<file path="src/rtl/pmon_pkg.sv">
package pmon_pkg;
    localparam int EVT_LINES = 256;
    localparam int CODE_W    = 8;

    localparam logic [15:0] A_CTRL   = 16'h0408;
    localparam logic [15:0] A_IMASK  = 16'h0800;
    localparam logic [15:0] A_ISTAT  = 16'h0808;
    localparam logic [15:0] A_ICLR   = 16'h080C;
    localparam logic [15:0] A_DSRC   = 16'h1B48;
    localparam logic [15:0] A_ENABLE = 16'h1C00;
    localparam logic [15:0] A_REV    = 16'h1CF0;
    localparam logic [15:0] A_CODE   = 16'h1D00;
    localparam logic [15:0] A_CNT    = 16'h1E00;

    localparam int RUN_BIT = 16;

    localparam logic [CODE_W-1:0] CODE_IDLE  = 8'hFF;
    localparam logic [CODE_W-1:0] CODE_CLOCK = 8'h7F;

    localparam logic [31:0] REV_WIDE   = 32'h0000_0030;
    localparam logic [31:0] REV_NARROW = 32'h0000_0021;
endpackage

</file>
<file path="src/rtl/pmon_evsel.sv">
module pmon_evsel
    import pmon_pkg::*;
#(
    parameter int NUM_EVT = EVT_LINES
) (
    input  logic [CODE_W-1:0]  code_i,
    input  logic [NUM_EVT-1:0] evt_i,
    output logic               hit_o
);
    always_comb begin
        if (code_i == CODE_IDLE) begin
            hit_o = 1'b0;
        end else if (code_i == CODE_CLOCK) begin
            hit_o = 1'b1;
        end else if (int'(code_i) < NUM_EVT) begin
            hit_o = evt_i[code_i];
        end else begin
            hit_o = 1'b0;
        end
    end
endmodule

</file>
<file path="src/rtl/pmon_counter.sv">
module pmon_counter #(
    parameter int CNT_W = 48
) (
    input  logic             clk,
    input  logic             rst_n,
    input  logic             inc_i,
    input  logic             wr_i,
    input  logic [CNT_W-1:0] wr_val_i,
    output logic [63:0]      val_o,
    output logic             wrap_o
);
    logic [CNT_W-1:0] cnt_d, cnt_q;

    always_comb begin
        cnt_d  = cnt_q;
        wrap_o = 1'b0;
        if (wr_i) begin
            cnt_d = wr_val_i;
        end else if (inc_i) begin
            cnt_d  = cnt_q + 1'b1;
            wrap_o = &cnt_q;
        end
    end

    always_ff @(posedge clk or negedge rst_n) begin
        if (!rst_n) cnt_q <= '0;
        else        cnt_q <= cnt_d;
    end

    assign val_o = 64'(cnt_q);


    wr_wins_chk: assert property (@(posedge clk) disable iff (!rst_n)
        wr_i |=> (val_o == 64'($past(wr_val_i))));


    step_one_chk: assert property (@(posedge clk) disable iff (!rst_n)
        (inc_i && !wr_i) |=> (val_o == 64'(CNT_W'($past(val_o) + 64'd1))));


    wrap_zero_chk: assert property (@(posedge clk) disable iff (!rst_n)
        wrap_o |=> (val_o == 64'd0));
endmodule

</file>
<file path="src/rtl/pmon_unit.sv">
module pmon_unit
    import pmon_pkg::*;
#(
    parameter int NUM_CNT = 8,
    parameter int CNT_W   = 48
) (
    input  logic                 clk,
    input  logic                 rst_n,
    input  logic                 bus_wr,
    input  logic [15:0]          bus_addr,
    input  logic [63:0]          bus_wdata,
    output logic [63:0]          bus_rdata,
    input  logic [EVT_LINES-1:0] evt_i,
    output logic                 irq_o
);
    localparam logic [31:0] REV_VAL = (CNT_W == 64) ? REV_WIDE : REV_NARROW;

    typedef struct packed {
        logic                           run;
        logic [NUM_CNT-1:0]             cnt_en;
        logic [NUM_CNT-1:0]             int_mask;
        logic [NUM_CNT-1:0]             int_stat;
        logic [NUM_CNT-1:0][CODE_W-1:0] code;
        logic [NUM_CNT-1:0][CODE_W-1:0] dsrc;
    } regs_t;

    regs_t regs_d, regs_q;

    logic [NUM_CNT-1:0]       hit, inc, cnt_wr, wrap;
    logic [NUM_CNT-1:0][63:0] cnt_val;
    logic [NUM_CNT-1:0]       clr_vec;

    generate
        if (CNT_W < 64) begin : g_hi_unused
            logic unused_hi;
            assign unused_hi = ^bus_wdata[63:CNT_W];
        end
    endgenerate

    for (genvar i = 0; i < NUM_CNT; i++) begin : g_slot
        assign cnt_wr[i] = bus_wr && (bus_addr == 16'(A_CNT + 16'(8 * i)));
        assign inc[i]    = regs_q.run && regs_q.cnt_en[i] && hit[i];

        pmon_evsel #(.NUM_EVT(EVT_LINES)) u_sel (
            .code_i (regs_q.code[i]),
            .evt_i  (evt_i),
            .hit_o  (hit[i])
        );

        pmon_counter #(.CNT_W(CNT_W)) u_cnt (
            .clk      (clk),
            .rst_n    (rst_n),
            .inc_i    (inc[i]),
            .wr_i     (cnt_wr[i]),
            .wr_val_i (bus_wdata[CNT_W-1:0]),
            .val_o    (cnt_val[i]),
            .wrap_o   (wrap[i])
        );


        hold_idle_chk: assert property (@(posedge clk) disable iff (!rst_n)
            ((regs_q.code[i] == CODE_IDLE || !regs_q.cnt_en[i]) && !cnt_wr[i])
            |=> $stable(cnt_val[i]));
    end

    always_comb begin
        regs_d  = regs_q;
        clr_vec = '0;
        if (bus_wr) begin
            if (bus_addr == A_CTRL)   regs_d.run      = bus_wdata[RUN_BIT];
            if (bus_addr == A_ENABLE) regs_d.cnt_en   = bus_wdata[NUM_CNT-1:0];
            if (bus_addr == A_IMASK)  regs_d.int_mask = bus_wdata[NUM_CNT-1:0];
            if (bus_addr == A_ICLR)   clr_vec         = bus_wdata[NUM_CNT-1:0];
            for (int i = 0; i < NUM_CNT; i++) begin
                if (bus_addr == 16'(A_CODE + 16'(4 * (i / 4))))
                    regs_d.code[i] = bus_wdata[8 * (i % 4) +: 8];
                if (bus_addr == 16'(A_DSRC + 16'(4 * (i / 4))))
                    regs_d.dsrc[i] = bus_wdata[8 * (i % 4) +: 8];
            end
        end
        regs_d.int_stat = (regs_q.int_stat & ~clr_vec) | wrap;
    end

    always_ff @(posedge clk or negedge rst_n) begin
        if (!rst_n) begin
            regs_q.run      <= 1'b0;
            regs_q.cnt_en   <= '0;
            regs_q.int_mask <= '1;
            regs_q.int_stat <= '0;
            regs_q.code     <= '1;
            regs_q.dsrc     <= '0;
        end else begin
            regs_q <= regs_d;
        end
    end

    always_comb begin
        bus_rdata = '0;
        if (bus_addr == A_CTRL)   bus_rdata[RUN_BIT]       = regs_q.run;
        if (bus_addr == A_ENABLE) bus_rdata[NUM_CNT-1:0]   = regs_q.cnt_en;
        if (bus_addr == A_IMASK)  bus_rdata[NUM_CNT-1:0]   = regs_q.int_mask;
        if (bus_addr == A_ISTAT)  bus_rdata[NUM_CNT-1:0]   = regs_q.int_stat;
        if (bus_addr == A_REV)    bus_rdata[31:0]          = REV_VAL;
        for (int i = 0; i < NUM_CNT; i++) begin
            if (bus_addr == 16'(A_CNT + 16'(8 * i)))
                bus_rdata = cnt_val[i];
            if (bus_addr == 16'(A_CODE + 16'(4 * (i / 4))))
                bus_rdata[8 * (i % 4) +: 8] = regs_q.code[i];
            if (bus_addr == 16'(A_DSRC + 16'(4 * (i / 4))))
                bus_rdata[8 * (i % 4) +: 8] = regs_q.dsrc[i];
        end
    end

    assign irq_o = |(regs_q.int_stat & ~regs_q.int_mask);


    run_off_chk: assert property (@(posedge clk) disable iff (!rst_n)
        (!regs_q.run && cnt_wr == '0) |=> $stable(cnt_val));


    stat_set_chk: assert property (@(posedge clk) disable iff (!rst_n)
        (|wrap) |=> ((regs_q.int_stat & $past(wrap)) == $past(wrap)));


    stat_clr_chk: assert property (@(posedge clk) disable iff (!rst_n)
        (bus_wr && bus_addr == A_ICLR && wrap == '0)
        |=> ((regs_q.int_stat & $past(bus_wdata[NUM_CNT-1:0])) == '0));


    irq_mask_chk: assert property (@(posedge clk) disable iff (!rst_n)
        (regs_q.int_mask == '1) |-> !irq_o);
endmodule

</file>
<file path="config.mk">
export PLATFORM = sky130hd
export DESIGN_NAME = pmon_unit
export DESIGN_NICKNAME = d
export VERILOG_FILES = /design/src/rtl/pmon_pkg.sv /design/src/rtl/pmon_evsel.sv /design/src/rtl/pmon_counter.sv /design/src/rtl/pmon_unit.sv
export SDC_FILE = /design/constraint.sdc
export NUM_CORES = 2
export LEC_CHECK = 0
export BUFFER_PORTS_ARGS = -buffer_cell sky130_fd_sc_hd__buf_2
export CAP_MARGIN = 20
export CORE_ASPECT_RATIO = 0.5
export CORE_MARGIN = 3
export CORE_UTILIZATION = 25
export CTS_CLUSTER_SIZE = 16
export DETAILED_ROUTE_END_ITERATION = 8
export GPL_ROUTABILITY_DRIVEN = 0
export MAX_ROUTING_LAYER = met4
export PLACE_DENSITY = 0.5
export SYNTH_ARGS = -nofsm -noshare
export SYNTH_HDL_FRONTEND = slang
export SYNTH_SLANG_ARGS = --single-unit
</file>
<file path="constraint.sdc">
create_clock -name clk -period 4.5 [get_ports clk]
set_input_delay 0.225 -clock clk [delete_from_list [all_inputs] [get_ports clk]]
set_output_delay 0.225 -clock clk [all_outputs]
set_load 0.01 [all_outputs]
</file>
==> results by group <==
Pwr
  – PD cells: 211.5 mW/mm2
  – Power share of the sequential group: 41.3%
  – Switching pwr: 3.448 mW
  – Power share of the clock group: 46.1%
  – Peak supply drop: 280.3 uV
  – Leak: 19.95 nW
  – Net Sw Frac: 28.48%
  – Comb power frac: 12.6%
  – Int Power: 8.659 mW

Routing
  – Residual DRC count: 0
  – Drt total wl: 258800 um
  – DR vias/cell: 6.139
  – Vias: 49280
  – Pre-antenna DRT Iters: 7
  – WL per Instance: 32.24 um
  – Initial DRC count: 7937
  – Routed Antenna Nets: 0

Timing
  – Worst Hold Slack: 0.03726 ns
  – Fmax: 0.2282 GHz
  – Final Cycle Share: 97.37%
  – Unrepaired setup endpoints after global routing: false
  – Clk_skew: 0.02240 ns
  – Worst slew pin tran: 1.230 ns
  – Rel. slew slack: 16.70%
  – Final Hold Fails: 0
  – Slew Viols, Final: 0
  – Post-layout min period: 4.382 ns
  – Setup violators final: 0
  – Setup TNS: 0 ns
  – Final Worst Setup Slack: 0.1184 ns

Logic synthesis
  – Simple-Gate Fraction of Synth Area: 18.24%
  – Post-synthesis cell type count: 92
  – Synth Instances: 5078
  – XOR/XNOR Fraction of Synth Area: 5.671%
  – Seq/Total Area, Yosys: 27.37%
  – Commonest cells in the synthesized netlist: 472 x mux4_2, 465 x dfrtp_1, 456 x nor2_1
  – Area leader, netlist: dfrtp_1
  – Avg Cell Area, Syn: 9.732 um2
  – Cell with the most instances after synthesis: mux4_2
  – Area contributors post-synth: dfrtp_1 24%, mux4_2 22%, xnor2_1 4.9%, dfstp_2 3.8%, mux2_2 3.8%
  – Post-synth ARST share: 100.0%
  – Synth Area in Adders: 0.2025%
  – Post-synth EDFFs: 0
  – Flops & latches, synth: 537
  – Largest family of logic cells by synthesized area: multiplexers
  – Synth Area in Compound Gates: 13.90%
  – Post-synthesis mux area share: 28.82%
  – Area share of the largest cell type after synthesis: 23.54%
  – Ys flop type: dfrtp_1
  – Ys Warns: 0
  – Netlist Area Pre-Place: 0.04942 mm2

Setup path
  – CP Launch Type: flip-flop
  – CP Max Fanout: 27
  – Reg-to-reg setup timing slack: 0.12 ns
  – Crit path DAT: 4.88 ns
  – Crit path required time: 5.00 ns
  – WS Path Type: reg -> reg
  – CP endpoint kind: flip-flop
  – Reg2Reg Depth: 12
  – Worst flop-to-flop path endpoint: g_slot[3].u_cnt.cnt_q[27]
  – R2r startpoint: regs_q[88]

Place
  – Place WS: 0.1623 ns
  – PortBufs: 371
  – Post-DP HPWL: 193700 um
  – DP Area: 0.05484 mm2

Cells and area
  – Area Overhead vs Synth: 15.83%
  – Fin nets: 5680
  – Final standard cell area without fillers: 0.05724 mm2
  – Total area of sequential cells: 0.01357 mm2
  – Share of layout cells above drive strength 1: 28.18%
  – Multi-input gate area in the final layout: 0.03324 mm2
  – FILL cells: 20510

Floorplan
  – Die H: 320.4 um
  – Core Box Area: 0.1948 mm2
  – Rows: 114
  – Die outline width: 634.8 um
  – Starting Density: 25.36%
  – Die ar.: 0.2034 mm2
  – I/O pin count: 404

Hold path
  – Hold Path Depth: 3
  – Hold EP: g_slot[2].u_cnt.cnt_q[47]
  – Min-delay worst type: in -> reg
  – Hold_sp: bus_wdata[47]

Clocking
  – Clk buf depth: 3
  – Post-CTS setup buffer count: 0
  – Clock transition at path regs: 0.06 ns
  – Num CTS Buffers: 66
  – CTS tree: built
  – Clock root cell: clkbuf_16
  – H-Tree Depth: 3
  – Clk_lat worst skew: 0.63 ns
  – CTS Sinks: 537

GRT
  – Largest net degree at the start of global routing: 114
  – Gr usage total: 25.24%
  – First-pass GRT wire length: 360600 um
  – Number of global-route vias before repair: 45410
  – Initial antenna violation count: 34
  – GRT Residual Overflow: 0

Status
  – Outcome: finished clean

Run
  – Max-cap violations: 0
[routing by layer]
metal	share of wire (%)	up-vias	global-route usage [%]
li1	-	20090	-
met1	39	24990	32.77
met2	42	3521	35.43
met3	14	673	9.037
met4	5.0	0	10.12
met5	0	-	-
[timing repair]
action / in CTS / in global routing
hold buffers: 13 / 0
endpoints found under the hold margin: 124 / 0
setup endpoints to repair: 0 / 31
resized for setup: 0 / 2
[state kept, by name, indices dropped and copies added, names as in the netlist]
register            cells
regs_q                153
g_slot.u_cnt.cnt_q    384
[power by group through the flow]
stage	registers (mW)	clock network (mW)	logic (mW)
floorplan	5.04	0	0.620
CTS	5.00	5.64	1.47
global route	5.00	5.85	1.57
finish	5.00	5.58	1.53
detailed placement	5.08	0	1.45
global placement	5.08	0	1.45
[area by class of cell]
class / count / area share (%)
timing repair buffer: 658 / 8.017
clock buffer: 104 / 3.506
clock inverter: 17 / 0.3126
sequential: 537 / 23.71
multi-input combinational: 3986 / 58.07
inverter: 84 / 0.5508
tap: 2610 / 5.705
antenna: 30 / 0.1311
[per-stage QoR]
stage / total power, mW / instances / utilization (%)
after global routing: 12.43 / 8023 / 29.38
final: 12.11 / 8026 / 29.38
after global placement: 6.526 / 7861 / 28.14
after floorplan: 5.658 / 5093 / -
after detailed placement: 6.533 / 7861 / 28.14
after CTS: 12.11 / 7995 / 29.33
[logic make-up (layout without fill, tap and decap cells)]
| group | after synthesis | count (layout) |
|---|---|---|
| simple gates | 1795 | 1795 |
| compound gates | 1061 | 1061 |
| mux | 786 | 786 |
| buf+inv | 570 | 863 |
| flops | 537 | 537 |
| xor+xnor | 320 | 320 |
| fa+ha+maj | 8 | 8 |
| other cells | 1 | 46 |
[critical path, cell delays in order, from the launching register on]
cell and delay, ns:
dfstp_4 0.78, buf_12 0.28, mux4_2 0.53, a22o_1 0.24
a221oi_1 0.45, nor3_1 0.09, o41ai_1 0.54, buf_4 0.22
a2bb2oi_4 0.40, buf_4 0.32, nor3_1 0.10, xnor2_1 0.17
a21oi_1 0.09
[placed cells by master, fill, tap and decap left out, types with 20 or more instances in the layout]
| master | count |
|---|---|
| mux4_2 | 472 |
| dfrtp_1 | 465 |
| nor2_1 | 451 |
| nand2_1 | 421 |
| buf_2 | 371 |
| a21oi_1 | 319 |
| xnor2_1 | 279 |
| buf_4 | 230 |
| o21ai_0 | 194 |
| a22oi_1 | 185 |
| nand3_1 | 167 |
| mux2_2 | 167 |
| nor3_1 | 136 |
| mux2i_1 | 129 |
| nand4_1 | 123 |
| and3_1 | 86 |
| nor4_1 | 83 |
| inv_1 | 82 |
| clkbuf_16 | 68 |
| dfstp_2 | 60 |
| a31oi_1 | 59 |
| nor2b_1 | 49 |
| buf_12 | 43 |
| xor2_1 | 41 |
| or3_1 | 40 |
| o22ai_1 | 37 |
| a222oi_1 | 36 |
| and2_1 | 31 |
| diode_2 | 30 |
| nor4b_1 | 30 |
| nand2b_1 | 30 |
| a221oi_1 | 28 |
| nor3b_1 | 24 |
| o211ai_1 | 23 |
| or4_1 | 20 |
[worst max-delay path by stage]
stage	from	to	slack (ns)
after floorplan	regs_q[72]	g_slot[1].u_cnt.cnt_q[27]	1.23
after global placement	regs_q[112]	g_slot[6].u_cnt.cnt_q[47]	0.12
after detailed placement	regs_q[112]	g_slot[6].u_cnt.cnt_q[47]	0.16
after CTS	regs_q[112]	g_slot[6].u_cnt.cnt_q[47]	0.13
after global routing	regs_q[64]	g_slot[0].u_cnt.cnt_q[2]	0.03
final	regs_q[88]	g_slot[3].u_cnt.cnt_q[27]	0.12
(Power assumes the default switching activity.)
